**src/rtl/joy_pkg.sv**
```systemverilog
package joy_pkg;
  localparam int unsigned NUM_WORDS = 4;
  localparam int unsigned WORD_W    = 16;

  typedef enum logic [1:0] {
    ST_IDLE  = 2'd0,
    ST_LATCH = 2'd1,
    ST_LOW   = 2'd2,
    ST_HIGH  = 2'd3
  } seq_state_e;
endpackage

```
**src/rtl/joy_seq.sv**
```systemverilog
module joy_seq
  import joy_pkg::*;
#(
  parameter int unsigned PULSE_W = 6,
  parameter int unsigned BITS    = 16
) (
  input  logic clk_i,
  input  logic rst_ni,
  input  logic start_i,
  output logic latch_o,
  output logic ser_clk_o,
  output logic sample_o,
  output logic done_o,
  output logic busy_o
);
  localparam int unsigned CW = $clog2(PULSE_W + 1);
  localparam int unsigned BW = (BITS > 1) ? $clog2(BITS) : 1;

  seq_state_e     state_q;
  logic [CW-1:0]  cnt_q;
  logic [BW-1:0]  bit_q;
  logic           last;

  assign last      = (cnt_q == CW'(PULSE_W - 1));
  assign latch_o   = (state_q == ST_LATCH);
  assign ser_clk_o = (state_q == ST_HIGH);
  assign busy_o    = (state_q != ST_IDLE);
  assign sample_o  = (state_q == ST_LOW) && last;
  assign done_o    = (state_q == ST_HIGH) && last && (bit_q == BW'(BITS - 1));

  always_ff @(posedge clk_i or negedge rst_ni) begin
    if (!rst_ni) begin
      state_q <= ST_IDLE;
      cnt_q   <= '0;
      bit_q   <= '0;
    end else begin
      unique case (state_q)
        ST_IDLE: begin
          if (start_i) begin
            state_q <= ST_LATCH;
            cnt_q   <= '0;
            bit_q   <= '0;
          end
        end
        ST_LATCH: begin
          if (last) begin
            state_q <= ST_LOW;
            cnt_q   <= '0;
          end else cnt_q <= cnt_q + 1'b1;
        end
        ST_LOW: begin
          if (last) begin
            state_q <= ST_HIGH;
            cnt_q   <= '0;
          end else cnt_q <= cnt_q + 1'b1;
        end
        ST_HIGH: begin
          if (last) begin
            cnt_q <= '0;
            if (bit_q == BW'(BITS - 1)) state_q <= ST_IDLE;
            else begin
              state_q <= ST_LOW;
              bit_q   <= bit_q + 1'b1;
            end
          end else cnt_q <= cnt_q + 1'b1;
        end
        default: state_q <= ST_IDLE;
      endcase
    end
  end
endmodule

```
**src/rtl/joy_lanes.sv**
```systemverilog
module joy_lanes #(
  parameter int unsigned LANES  = 4,
  parameter int unsigned WORD_W = 16
) (
  input  logic                      clk_i,
  input  logic                      rst_ni,
  input  logic                      sample_i,
  input  logic                      commit_i,
  input  logic [LANES-1:0]          data_i,
  output logic [LANES*WORD_W-1:0]   res_o
);
  for (genvar k = 0; k < LANES; k++) begin : g_lane
    logic [WORD_W-1:0] sh_q, res_q;
    // shift toward MSB: first sample ends in the top bit
    always_ff @(posedge clk_i or negedge rst_ni) begin
      if (!rst_ni) sh_q <= '0;
      else if (sample_i) sh_q <= {sh_q[WORD_W-2:0], data_i[k]};
    end
    always_ff @(posedge clk_i or negedge rst_ni) begin
      if (!rst_ni) res_q <= '0;
      else if (commit_i) res_q <= sh_q;
    end
    assign res_o[k*WORD_W +: WORD_W] = res_q;
  end
endmodule

```
**src/rtl/joy_rdmux.sv**
```systemverilog
module joy_rdmux #(
  parameter int unsigned LANES  = 4,
  parameter int unsigned WORD_W = 16
) (
  input  logic [LANES*WORD_W-1:0]            words_i,
  input  logic [$clog2(LANES*WORD_W/8)-1:0]  sel_i,
  output logic [7:0]                         data_o
);
  localparam int unsigned NB = LANES * WORD_W / 8;
  logic [7:0] bytes [NB];
  for (genvar b = 0; b < NB; b++) begin : g_byte
    assign bytes[b] = words_i[b*8 +: 8];
  end
  assign data_o = bytes[sel_i];
endmodule

```
**src/rtl/joy_autopoll.sv**
```systemverilog
module joy_autopoll
  import joy_pkg::*;
#(
  parameter int unsigned PULSE_W  = 6,
  parameter int unsigned LINE_W   = 9,
  parameter int unsigned LINE_STD = 227,
  parameter int unsigned LINE_OVS = 242
) (
  input  logic              clk_i,
  input  logic              rst_ni,
  input  logic              enable_i,
  input  logic              overscan_i,
  input  logic              newline_i,
  input  logic [LINE_W-1:0] line_i,
  input  logic [1:0]        port0_d_i,
  input  logic [1:0]        port1_d_i,
  output logic              latch_o,
  output logic              ser_clk_o,
  output logic              busy_o,
  input  logic [2:0]        rd_sel_i,
  output logic [7:0]        rd_data_o
);
  localparam int unsigned RES_W = NUM_WORDS * WORD_W;

  logic [LINE_W-1:0]    start_line;
  logic                 start;
  logic                 sample, done;
  logic [NUM_WORDS-1:0] lane_d;
  logic [RES_W-1:0]     res_flat;

  assign start_line = overscan_i ? LINE_W'(LINE_OVS) : LINE_W'(LINE_STD);
  assign start      = enable_i && newline_i && (line_i == start_line) && !busy_o;
  // word order: port0 bit0, port1 bit0, port0 bit1, port1 bit1
  assign lane_d     = {port1_d_i[1], port0_d_i[1], port1_d_i[0], port0_d_i[0]};

  joy_seq #(.PULSE_W(PULSE_W), .BITS(WORD_W)) i_seq (
    .clk_i, .rst_ni, .start_i(start), .latch_o, .ser_clk_o,
    .sample_o(sample), .done_o(done), .busy_o
  );

  joy_lanes #(.LANES(NUM_WORDS), .WORD_W(WORD_W)) i_lanes (
    .clk_i, .rst_ni, .sample_i(sample), .commit_i(done),
    .data_i(lane_d), .res_o(res_flat)
  );

  joy_rdmux #(.LANES(NUM_WORDS), .WORD_W(WORD_W)) i_rdmux (
    .words_i(res_flat), .sel_i(rd_sel_i), .data_o(rd_data_o)
  );
endmodule

```
**config.mk**
```make
export PLATFORM = sky130hd
export DESIGN_NAME = joy_autopoll
export DESIGN_NICKNAME = d
export VERILOG_FILES = /design/src/rtl/joy_pkg.sv /design/src/rtl/joy_seq.sv /design/src/rtl/joy_lanes.sv /design/src/rtl/joy_rdmux.sv /design/src/rtl/joy_autopoll.sv
export SDC_FILE = /design/constraint.sdc
export NUM_CORES = 1
export LEC_CHECK = 0
export BUFFER_PORTS_ARGS = -buffer_cell sky130_fd_sc_hd__buf_2
export CAP_MARGIN = 40
export CORE_ASPECT_RATIO = 0.75
export CORE_MARGIN = 3
export CORE_UTILIZATION = 40
export CTS_CLUSTER_SIZE = 24
export DETAILED_ROUTE_END_ITERATION = 6
export PLACE_DENSITY = 0.58
export REMOVE_ABC_BUFFERS = 1
export SETUP_SLACK_MARGIN = 0.3
export SLEW_MARGIN = 40
export SYNTH_ARGS = -nofsm -noshare
export SYNTH_HDL_FRONTEND = slang
export SYNTH_SLANG_ARGS = --single-unit
export TNS_END_PERCENT = 1
```
**constraint.sdc**
```tcl
create_clock -name clk_i -period 2.3 [get_ports clk_i]
set_input_delay 0.115 -clock clk_i [delete_from_list [all_inputs] [get_ports clk_i]]
set_output_delay 0.115 -clock clk_i [all_outputs]
set_load 0.03 [all_outputs]
```
* Word-level counts from Yosys, hierarchy flattened
Cells that the tools add are included.
** Storage, ports and cells
- Output and inout bits :: 11
- Logic and storage cells :: 56
- Register bits :: 137
** Operators by class
- Multiplexer cells :: 17
- Reductions and logical operators :: 13
- Equality and inequality tests :: 11
- $add $sub $neg :: 2
- Bitwise gates (word level) :: 1
- $lt $le $gt $ge :: 1
** Operators with widths (count)
- binary-select mux 8 bit (select 3 bit) :: 1
- 2-to-1 mux 8 bit :: 2
- 2-to-1 mux 4 bit :: 3
- 2-to-1 mux 2 bit :: 5
- equality test 9 x 8 -> 1 bit :: 1
- inequality test 2 x 1 -> 1 bit, second input constant :: 4
- one-hot mux 2 bit (4 select lines) :: 1
- one-hot mux 4 bit (2 select lines) :: 1
- AND reduction 4 bit :: 2
- logical AND 1 bit :: 6
- 2-to-1 mux 3 bit :: 2
- one-hot mux 3 bit (2 select lines) :: 1
- 2-to-1 mux 5 bit :: 1
- adder 4 x 1 -> 4 bit, second input constant :: 1
- equality test 2 bit, second input constant :: 2
- equality test 4 bit, second input constant :: 1
- greater-or-equal comparator 4 bit, second input constant :: 1
- inverter 3 -> 4 bit :: 1
- nonzero test 2 bit :: 2
- adder 3 x 1 -> 3 bit, second input constant :: 1
- equality test 3 bit, second input constant :: 1
- OR reduction 3 bit :: 1
- equality test 2 x 1 -> 1 bit, second input constant :: 1
- zero test 2 bit :: 1
- 2 further kinds :: 2

* Depth between registers and ports, before layout
- Depth in word-level cells :: 6
- Gate-level depth with buffers :: 6
- Gate-level depth less buffers :: 5

* Cells and area by module
Synthesis repeated with hierarchy kept, for this count alone.
** Second synthesis, totals
- Cell total of the unflattened synthesis :: 355
- Area total of the unflattened synthesis :: 6487.5 um2
** Modules (own cells, without submodules)
- joy_lanes :: area an instance 5357.6 um2, instances 1, seq. area each 3203.1 um2, cells an instance 270
- joy_rdmux :: area an instance 550.5 um2, instances 1, seq. area each 0.0 um2, cells an instance 29
- joy_seq :: area an instance 524.3 um2, instances 1, seq. area each 225.2 um2, cells an instance 50
- joy_autopoll :: area an instance 55.1 um2, instances 1, seq. area each 0.0 um2, cells an instance 6

* Least setup slack after synthesis
No wires, ideal clock.
- Path type :: register to register
- Start :: reg i_seq.bit_q[0]
- End :: reg i_lanes.g_lane[0].res_q[0]
- Path buffers :: 2
- Setup slack :: 724 ps
- Arrival :: 1449 ps
- Cell stages (with the launch flop) :: 7
- Setup time :: 127 ps
- Cells stage by stage :: dfrtp_1 ha_1 nand3_1 nor3_2 buf_4 buf_6 mux2_1
** Between the ends
- Word-level cells in the longest chain between the ends :: 2
** Ends and longest elaborated chain
- from (decl) :: RTL line joy_seq.sv:21 : logic [BW-1:0] bit_q;
- from (signal assigned) :: RTL line joy_seq.sv:63 : bit_q <= bit_q + 1'b1;
- equality test 4 bit :: RTL line joy_seq.sv:29 : assign done_o = (state_q == ST_HIGH) && last && (bit_q == BW'(BITS - 1));
- logical AND 1 bit :: RTL line joy_seq.sv:29
- to (signal assigned) :: RTL line joy_lanes.sv:21 : else if (commit_i) res_q <= sh_q;
- to (decl) :: RTL line joy_lanes.sv:13 : logic [WORD_W-1:0] sh_q, res_q;
No other way between the ends.
A chain may end at the register's enable or synchronous reset.

* Worst setup path after layout
- Start :: reg i_lanes.g_lane[2].res_q[13]
- End :: out rd_data_o[5]
** Between the ends
- Word-level cells in the longest chain between the ends :: 3
** Ends and longest elaborated chain
- from (decl) :: RTL line joy_lanes.sv:13
- from (signal assigned) :: RTL line joy_lanes.sv:21
- binary-select mux 8 bit (select 3 bit) :: RTL line joy_rdmux.sv:14 : assign data_o = bytes[sel_i];
- 2-to-1 mux 8 bit (not written as such) (2 in a row) :: RTL line joy_rdmux.sv:14
- to (decl) :: RTL line joy_autopoll.sv:21 : output logic [7:0] rd_data_o
No other way between the ends. The select of a mux whose other input is x is not followed.

==> flow_summary.toml <==
[routing]
detail_route.wirelength_mm = 10.16
detail_route.first_pass.iterations = 4
drc_violations_left = 0
detailedRoute.firstIterationViolations = 143
detail_route.wl_per_cell_microns = 16.76
route.detailed.vias_per_inst = 4.988
num_vias = 3023
antenna_violating_nets_post_route = 0

[die]
initial_utilization_pct = 41.67
die_area_sq_mm = 0.01601
placeableCoreArea_sq_mm = 0.01393
die_w_microns = 145.1
floorplan.die.height_microns = 110.3
boundaryPins = 32
num_rows = 37

[power]
vdd_ir_drop_max_v = 0.0004578
design_power_total_mw = 5.557
leakagePower_nw = 3.483
power.density_cell_area_mw_per_mm2 = 822.8

[cts]
ctsRootBufferMaster = "clkbuf_16"
tritoncts_num_sinks = 137
cts-resized-gates = 0
clkTransAtPathRegs_ns = 0.06
worst_skew_pair.late_latency_ns = 0.41
cts_tree = "yes"
cts.htree.levels = 4
cts.path.max_buffers = 2
cts_setup_buffers = 0
hold_bufs_inserted_after_cts = 5
numCtsBuffers = 17

[logic_synthesis]
syn_inst = 356
synth_flop_cell = "dfrtp_1"
yosysWarnings = 0
post_synth_instance_area_sq_mm = 0.005807
synth-seq-cells = 137
ys_seq_area_share_pct = 59.04
share_of_synthesized_registers_carrying_an_async_set_or_reset_pct = 100.0
ys_types = 34
synth_edf_count = 0
syn-mean-instance-area_sq_um = 16.31

[cells_and_area]
drive_gt1_share_pct = 29.68
instances_no_fill = 606
nNetsFinal = 420
area_delta_synth_final_pct = 16.31
diodes = 0

[setup_path]
timing.critical_path.from_type = "flip-flop"
worstPathCellList = "mux4_1 > mux2_2 > buf_2"
worst_setup_path_category = "reg2out"
timing.critical_path.arrival_ns = 1.75
crit_required_ns = 2.18
cp_slowest_cell = "mux4_1"
worstSetupEndpointType = "primary output"
slowest_delay_ns = 0.52
critical_path_peak_fanout = 2

[placement]
place.detailed.instances = 569
hpwlAfterDp_mm = 6.424
gp_routability_congestion = 0.7109
io_buffer_count = 31
post-place-ws_ns = 0.5154

[global_route]
groute.usage.overall_pct = 13.73
antenna_found_initial = 0
first_global_vias = 3124
wire_length_of_the_first_global_routing_pass_mm = 16.69
grt-ovfl-total = 0
grt_start_max_net_pins = 76

[job]
drv.max_cap_violation_count = 0

[timing]
worstMarginPinSlew_ns = 0.5409
final.setup.worst_slack_ns = 0.4383
timing.slew.headroom_pct = 63.94
final_max_slew_viol_count = 0
finalHoldViolCount = 0
skew_ns = 0.01202
rsz0062_at_grt = "no"
final_period_minus_worst_setup_slack_ns = 1.862
setup_viol = 0
setup_tns_ns = 0
max_clock_freq_mhz = 537.1
final.period_utilization_pct = 80.94

[hold_path]
worst_hold_path_type = "in2reg"

[status]
outcome = "complete, no violations"
layout make-up:
cell class,count,area [sq um]
multi-input combinational,196,2196
inverter,4,15.01
tap,195,244.0
timing repair buffer,42,294.0
clock buffer,25,485.5
clock inverter,7,91.34
fill,1188,7181
sequential,137,3428
power breakdown:
part	leakage (nW)	switching, mW	internal, mW	total, mW
combinational	1.31	0.205	0.141	0.346
clock	0.281	0.965	1.68	2.64
sequential	1.89	0.0856	2.48	2.57
total	3.48	1.26	4.30	5.56
cell families (layout without fill, tap and decap cells):
family / count (synthesis) / count (layout) / synth area share (%)
buffers and inverters: 23 / 78 / 3.361
AND/OR/NAND/NOR: 29 / 29 / 3.254
multiplexers: 152 / 152 / 32.64
AO/OA/AOI/OAI: 14 / 14 / 1.487
adder cells (fa/ha/maj): 1 / 1 / 0.2154
flip-flops: 137 / 137 / 59.04
worst paths after layout:
check                                             from                         end  slack, ns  depth (start not counted)
setup / recovery           i_lanes.g_lane[2].res_q[13]                rd_data_o[5]       0.44                          3
min in group asynchronous                       rst_ni  i_lanes.g_lane[2].res_q[5]       0.19                          2
max in group asynchronous                       rst_ni   i_lanes.g_lane[3].sh_q[6]       1.37                          3
hold reg to reg             i_lanes.g_lane[1].res_q[1]  i_lanes.g_lane[1].res_q[1]       0.48                          1
hold / removal                               line_i[2]              i_seq.cnt_q[2]       0.10                          4
setup reg to reg                        i_seq.bit_q[0]  i_lanes.g_lane[2].res_q[4]       0.49                          5
routing by layer:
metal | share of wire, % | global-route usage, % | up-vias
met1 | 54 | 20.42 | 1559
met5 | 0 | 0 | -
met3 | 3.9 | 4.087 | 9
met4 | 1.1 | 5.081 | 0
li1 | - | - | 1401
met2 | 40 | 19.01 | 54
registers in the layout (all words and copies together), names as in the netlist:
register and count:
i_seq.cnt_q 3, i_lanes.g_lane.res_q 64, i_seq.bit_q 4, i_lanes.g_lane.sh_q 64
i_seq.state_q 2
cells in the mapped netlist, drive strengths merged, types with 3 or more instances:
cell   count  share of area (%)
mux2     136                 26
mux4      16                6.3
nor3b      3               0.47
inv        4               0.26
nand3      3               0.26
o21ai      6               0.52
dfrtp    137                 59
buf       18                3.0
nor2       4               0.26
nand2      7               0.45
worst max-delay path: cells and delay by family (launching register included):
kind | cells | cell delay (ns)
buffers and inverters | 1 | 0.17
DFF | 1 | 0.37
muxes | 2 | 0.80
metrics by stage:
step / instance area (sq um) / hold WS, ns / utilization (%)
finish: 6754 / 0.1032 / 48.47
floorplan: 5627 / -0.1806 / -
global route: 6754 / 0.1515 / 48.47
global placement: 6127 / 0.06220 / 43.97
detailed placement: 6127 / 0.06726 / 43.97
CTS: 6754 / 0.09835 / 48.47
layout by cell type (no fill, tap or decap), types with 2 or more instances in the layout:
| cell | instances |
|---|---|
| a31oi_1 | 2 |
| buf_12 | 3 |
| buf_2 | 30 |
| buf_4 | 3 |
| bufinv_16 | 2 |
| clkbuf_1 | 5 |
| clkbuf_16 | 17 |
| clkbuf_8 | 3 |
| clkinv_2 | 3 |
| dfrtp_1 | 137 |
| dlygate4sd3_1 | 5 |
| inv_1 | 4 |
| mux2_1 | 98 |
| mux2_2 | 38 |
| mux4_2 | 15 |
| nand2_1 | 7 |
| nand3_1 | 3 |
| nor2_1 | 4 |
| nor3b_1 | 2 |
| nor4_1 | 2 |
| o211ai_1 | 2 |
| o21ai_0 | 6 |
| or3_1 | 2 |
(Power assumes the default switching activity.)
